`src/rtl/rpd_pkg.sv`:
```
package rpd_pkg;

  typedef enum logic [1:0] {
    RK_ACTIVE = 2'd0,
    RK_DOWN   = 2'd1,
    RK_WAKE   = 2'd2
  } rk_mode_e;

endpackage

```
`src/rtl/rpd_rank_decode.sv`:
```
module rpd_rank_decode #(
  parameter int NUM_RANKS = 4,
  parameter int RANK_W    = 2
) (
  input  logic                 clk,
  input  logic                 rst_n,
  input  logic                 cmd_valid,
  input  logic [RANK_W-1:0]    cmd_rank,
  output logic [NUM_RANKS-1:0] hit_vec
);

  always_comb begin
    hit_vec = '0;
    for (int r = 0; r < NUM_RANKS; r++) begin
      if (cmd_valid && (cmd_rank == RANK_W'(r))) hit_vec[r] = 1'b1;
    end
  end

  // one command selects at most one rank
  p_single_hit_r8: assert property (@(posedge clk) disable iff (!rst_n)
    $onehot0(hit_vec));

  // no rank is selected without a valid command
  p_invalid_ignored_r9: assert property (@(posedge clk) disable iff (!rst_n)
    !cmd_valid |-> ($countones(hit_vec) == 0));

endmodule

```
`src/rtl/rpd_idle_timer.sv`:
```
module rpd_idle_timer #(
  parameter int IDLE_RELOAD = 8,
  localparam int CNT_W = $clog2(IDLE_RELOAD + 1)
) (
  input  logic clk,
  input  logic rst_n,
  input  logic load,
  input  logic tick,
  output logic expired
);

  logic [CNT_W-1:0] cnt_q;

  always_ff @(posedge clk) begin
    if (!rst_n) begin
      cnt_q <= CNT_W'(IDLE_RELOAD);
    end else if (load) begin
      cnt_q <= CNT_W'(IDLE_RELOAD);
    end else if (tick && (cnt_q != '0)) begin
      cnt_q <= cnt_q - 1'b1;
    end
  end

  assign expired = (cnt_q == '0);

  // an access restarts the countdown from the reload value
  p_reload_r2: assert property (@(posedge clk) disable iff (!rst_n)
    load |=> (cnt_q == CNT_W'(IDLE_RELOAD)));

  // without a tick the timer holds
  p_hold_no_tick_r3: assert property (@(posedge clk) disable iff (!rst_n)
    (!load && !tick) |=> $stable(cnt_q));

  // an expired timer stays at zero until reloaded
  p_saturate_r3: assert property (@(posedge clk) disable iff (!rst_n)
    (expired && !load) |=> expired);

endmodule

```
`src/rtl/rpd_rank_fsm.sv`:
```
module rpd_rank_fsm
  import rpd_pkg::*;
#(
  parameter int EXIT_LAT = 6,
  localparam int WK_W = $clog2(EXIT_LAT + 1)
) (
  input  logic clk,
  input  logic rst_n,
  input  logic idle_zero,
  input  logic hit,
  input  logic pend,
  output logic reload,
  output logic enter_p,
  output logic exit_p,
  output logic stall,
  output logic in_pd
);

  rk_mode_e        mode_q;
  logic [WK_W-1:0] wk_q;
  logic            go_down;
  logic            go_up;

  assign go_down = (mode_q == RK_ACTIVE) && idle_zero && !pend && !hit;
  assign go_up   = (mode_q == RK_DOWN) && (pend || hit);
  assign reload  = hit || go_up;

  always_ff @(posedge clk) begin
    if (!rst_n) begin
      mode_q  <= RK_ACTIVE;
      wk_q    <= '0;
      enter_p <= 1'b0;
      exit_p  <= 1'b0;
    end else begin
      enter_p <= go_down;
      exit_p  <= go_up;
      unique case (mode_q)
        RK_ACTIVE: if (go_down) mode_q <= RK_DOWN;
        RK_DOWN: begin
          if (go_up) begin
            mode_q <= RK_WAKE;
            wk_q   <= WK_W'(EXIT_LAT);
          end
        end
        RK_WAKE: begin
          if (wk_q <= WK_W'(1)) begin
            mode_q <= RK_ACTIVE;
            wk_q   <= '0;
          end else begin
            wk_q <= wk_q - 1'b1;
          end
        end
        default: mode_q <= RK_ACTIVE;
      endcase
    end
  end

  assign stall = (mode_q == RK_WAKE);
  assign in_pd = (mode_q == RK_DOWN);

  // an entry pulse coincides with the status being set
  p_enter_sets_status_r4: assert property (@(posedge clk) disable iff (!rst_n)
    enter_p |-> in_pd);

  // a pending command on an active rank blocks entry
  p_pend_blocks_r5: assert property (@(posedge clk) disable iff (!rst_n)
    (pend && (mode_q == RK_ACTIVE)) |=> !enter_p);

  // exit clears a status that was set
  p_exit_clears_r6: assert property (@(posedge clk) disable iff (!rst_n)
    exit_p |-> (!in_pd && $past(in_pd)));

  // the wake window starts with the exit pulse
  p_exit_stalls_r7: assert property (@(posedge clk) disable iff (!rst_n)
    exit_p |-> stall);

  // no entry while waking
  p_no_enter_waking_r7: assert property (@(posedge clk) disable iff (!rst_n)
    stall |=> !enter_p);

  // a rank never enters and exits in the same cycle
  p_one_event_r8: assert property (@(posedge clk) disable iff (!rst_n)
    !(enter_p && exit_p));

endmodule

```
`src/rtl/rank_pd_ctrl.sv`:
```
module rank_pd_ctrl #(
  parameter int NUM_RANKS   = 4,
  parameter int IDLE_RELOAD = 8,
  parameter int EXIT_LAT    = 6,
  localparam int RANK_W = (NUM_RANKS > 1) ? $clog2(NUM_RANKS) : 1
) (
  input  logic                 clk,
  input  logic                 rst_n,
  input  logic                 tick,
  input  logic                 cmd_valid,
  input  logic [RANK_W-1:0]    cmd_rank,
  input  logic [NUM_RANKS-1:0] pend_vec,
  output logic [NUM_RANKS-1:0] pd_enter,
  output logic [NUM_RANKS-1:0] pd_exit,
  output logic [NUM_RANKS-1:0] wake_stall,
  output logic [NUM_RANKS-1:0] in_pd
);

  logic [NUM_RANKS-1:0] hit_vec;
  logic [NUM_RANKS-1:0] idle_zero;
  logic [NUM_RANKS-1:0] reload;

  rpd_rank_decode #(
    .NUM_RANKS (NUM_RANKS),
    .RANK_W    (RANK_W)
  ) u_decode (
    .clk       (clk),
    .rst_n     (rst_n),
    .cmd_valid (cmd_valid),
    .cmd_rank  (cmd_rank),
    .hit_vec   (hit_vec)
  );

  for (genvar r = 0; r < NUM_RANKS; r++) begin : g_rank
    rpd_idle_timer #(
      .IDLE_RELOAD (IDLE_RELOAD)
    ) u_timer (
      .clk     (clk),
      .rst_n   (rst_n),
      .load    (reload[r]),
      .tick    (tick),
      .expired (idle_zero[r])
    );

    rpd_rank_fsm #(
      .EXIT_LAT (EXIT_LAT)
    ) u_fsm (
      .clk       (clk),
      .rst_n     (rst_n),
      .idle_zero (idle_zero[r]),
      .hit       (hit_vec[r]),
      .pend      (pend_vec[r]),
      .reload    (reload[r]),
      .enter_p   (pd_enter[r]),
      .exit_p    (pd_exit[r]),
      .stall     (wake_stall[r]),
      .in_pd     (in_pd[r])
    );
  end

  // nothing is signalled in the first cycle out of reset
  p_quiet_after_reset_r1: assert property (@(posedge clk)
    $rose(rst_n) |-> ((in_pd == '0) && (pd_enter == '0) && (pd_exit == '0)));

  // a pending command to a powered-down rank causes an exit next cycle
  p_pend_wakes_r6: assert property (@(posedge clk) disable iff (!rst_n)
    ((pend_vec & in_pd) != '0) |=> ((pd_exit & $past(pend_vec & in_pd)) == $past(pend_vec & in_pd)));

endmodule

```
`config.mk`:
```
export PLATFORM = sky130hd
export DESIGN_NAME = rank_pd_ctrl
export DESIGN_NICKNAME = d
export VERILOG_FILES = /design/src/rtl/rpd_pkg.sv /design/src/rtl/rpd_rank_decode.sv /design/src/rtl/rpd_idle_timer.sv /design/src/rtl/rpd_rank_fsm.sv /design/src/rtl/rank_pd_ctrl.sv
export SDC_FILE = /design/constraint.sdc
export NUM_CORES = 1
export LEC_CHECK = 0
export BUFFER_PORTS_ARGS = -buffer_cell sky130_fd_sc_hd__buf_4
export CAP_MARGIN = 20
export CORE_UTILIZATION = 45
export CTS_CLUSTER_DIAMETER = 30
export CTS_CLUSTER_SIZE = 24
export DETAILED_ROUTE_END_ITERATION = 8
export GPL_TIMING_DRIVEN = 1
export PLACE_DENSITY_LB_ADDON = 0.2
export SYNTH_ARGS = -nofsm -noshare
export SYNTH_HDL_FRONTEND = slang
export SYNTH_SLANG_ARGS = --single-unit
```
`constraint.sdc`:
```
create_clock -name clk -period 3.1 [get_ports clk]
set_input_delay 0.155 -clock clk [delete_from_list [all_inputs] [get_ports clk]]
set_output_delay 0.155 -clock clk [all_outputs]
set_load 0.02 [all_outputs]
```
==> impl_results.md <==
- Total Wirelength: 4.11 mm
- FMAX: 717 MHz
- HPWL after detailed placement: 3.07 mm
- Seq/Total Area, Yosys: 38.4%
- R2r worst-path depth: 5
- GP Congestion: 0.776
- Area of placed instances: 2420 um^2
- RSZ-0062 raised after global routing: false
- Die area: 5390 um^2
- Crit end category: register
- Avg Cell Area, Syn: 8.66 um^2
- Hold_buf cts: 0
- Synth Register Bits: 44
- Final Hold Fails: 0
- Grt peak-use layer: met2
- Core area: 4820 um^2
- Post-Syn Area: 2290 um^2
- Critical Path Fanout Max: 4
- Final min period: 1.39 ns
- Post-synth ARST share: 0%
- Initial drt markers: 118
- Final ANT Viol Nets: 0
- First-pass GRT wire length: 7.09 mm
- Die H: 73.4 um
- Final core utilization: 51.8%
- Layout area overhead: 8.78%
- DRC Markers: 0
- Setup repair bufs after CTS: 0
- Io pins: 26
- Share of layout cells above drive strength 1: 14.4%
- Pre-antenna DRT Iters: 4
- Setup violators final: 0
- Crit path max-delay cell type: or3b_1
- Root Buffer: clkbuf_8
- Tcrit/Tclk final: 45.0%
- Port-buffer cells: 25
- Vias per cell: 5.19
- GRT overflow: 0
- WHS: 0.159 ns
- Fin cells: 344
- Clock Latency Late Sink: 0.29 ns
- Largest net degree at the start of global routing: 22
- N_diodes: 0
- H-tree depth: 2
- Clock transition at path regs: 0.08 ns
- Post_cts resized: 0
- Nets: 303
- Fin. max-slew vios: 0
- Post-synth EDFFs: 0
- Vias in the first global route: 1675
- Fillers: 474
- CP Cell Sequence: inv_1 -> ha_1 -> or3b_1 -> a21oi_1 -> a311oi_1
- Clock sinks: 44
- Crit path kind: register to register
- Antenna violations before repair: 0
- CP peak stage delay: 0.43 ns
- Distinct cells, synth: 37
- Pleak: 1.01 nW
- Pwr dens: 448 nW/um^2
- Hold Path Depth: 4
- GRT Util Overall: 17.0%
- Most frequent cells in the layout: dfxtp_1 (44), inv_1 (32), buf_4 (25)
- Count of warnings emitted by yosys: 0
- Clock buffer depth: 2
- Req. time, crit path: 3.27 ns
- Die Wd: 73.4 um
- Peak supply drop: 0.344 mV
- CTS Buf Count: 5
- Rows: 25
- Cells after DPL: 337
- Post-synth top area share: 38.4%
- Max Clock Skew: 0.00558 ns
- DR vias: 1786
- Fin Setup TNS: 0 ns
- Area leader, netlist: dfxtp_1
- Worst-margin pin slew: 0.520 ns
- CP arrival: 1.56 ns
- Met3 GRT Util: 4.53%
- Syn Nets: 291
- Slew headroom: 65.3%
- DR WL/cell: 11.9 um
- Met1 Track Usage GR: 21.2%
- Final instance area: 2500 um^2
- Most common cell after layout, fill and taps aside: dfxtp_1
- M2 GR Usage: 28.5%
- CTS tree: built
- Startpoint types: register
- Largest cells by area after synthesis: dfxtp_1 (38%), ha_1 (8.7%), buf_4 (5.6%)
- Initial Util: 47.6%
- Mapped Cells: 265
- Dominant synthesized flop cell: dfxtp_1
- Status: complete, no violations
- Worst Hold Class: primary input to register
- Total of max-cap violations: 0
layer usage:
layer | part of all wire, % | wire length, um
met2 | 46 | 1900
met3 | 3.5 | 145
met5 | 0 | 0
met1 | 49 | 2020
met4 | 1.2 | 48
registers in the layout, summed over array words and instances, names as in the netlist:
signal	count
g_rank.u_timer.cnt_q	16
g_rank.u_fsm.wk_q	12
g_rank.u_fsm.mode_q	8
g_rank.u_fsm.enter_p	4
g_rank.u_fsm.exit_p	4
power breakdown:
group	leakage [nW]	total (mW)	switching [mW]	internal, mW
registers	0.358	0.621	0.0245	0.596
clock network	0.0410	0.333	0.180	0.153
logic	0.609	0.164	0.0917	0.0726
total	1.01	1.12	0.296	0.822
metrics by stage:
stage | worst slack, ns | power [mW]
final | 1.71 | 1.12
after global routing | 1.56 | 1.18
after CTS | 1.70 | 1.14
after detailed placement | 1.72 | 0.797
after global placement | 1.75 | 0.795
after floorplan | 1.83 | 0.756
critical path: cells and delay by family, from the launching register on:
kind            cells  cell delay (ns)
compound gates      2             0.23
fa+ha+maj           1             0.19
buf+inv             1             0.10
flops               1             0.33
simple gates        1             0.43
synthesized netlist by cell type, types with 3 or more instances:
| cell type | number |
|---|---|
| o21ba_2 | 4 |
| nand2b_1 | 6 |
| ha_1 | 16 |
| nand3_1 | 9 |
| o21ai_0 | 10 |
| a31oi_1 | 10 |
| nor3_1 | 8 |
| nor2_1 | 15 |
| nand3b_1 | 3 |
| nand4b_1 | 3 |
| dfxtp_1 | 44 |
| or3_1 | 5 |
| a211o_1 | 5 |
| inv_2 | 3 |
| inv_1 | 32 |
| nor3b_1 | 5 |
| a311oi_1 | 4 |
| o211ai_1 | 11 |
| nand2_1 | 11 |
| a21oi_1 | 17 |
| or3b_1 | 4 |
| buf_4 | 17 |
| or4b_1 | 4 |
cell type report:
cell class | instances | area, um^2 | area share [%]
Multi-Input combinational cell | 166 | 1130 | 45.5
Clock inverter | 1 | 5.00 | 0.201
Inverter | 35 | 131 | 5.26
Timing Repair Buffer | 25 | 188 | 7.52
Sequential cell | 44 | 881 | 35.3
Clock buffer | 6 | 72.6 | 2.91
Tap cell | 67 | 83.8 | 3.36
worst paths after layout:
check	startpoint	end	slack [ns]
worst min-delay path	pend_vec[1]	g_rank[1].u_fsm.mode_q[0]	0.16
worst min register to register	g_rank[0].u_fsm.mode_q[0]	g_rank[0].u_fsm.enter_p	0.48
worst max-delay path	g_rank[3].u_timer.cnt_q[0]	g_rank[3].u_timer.cnt_q[1]	1.71
worst max register to register	g_rank[3].u_timer.cnt_q[0]	g_rank[3].u_timer.cnt_q[1]	1.71
kinds of logic after synthesis:
logic type / share of synthesized area [%]
AO/OA/AOI/OAI: 20.1
adder cells (fa/ha/maj): 8.72
buffers and inverters: 12.2
flip-flops: 38.4
AND/OR/NAND/NOR: 20.6
Power figures use the tool's default switching activity.
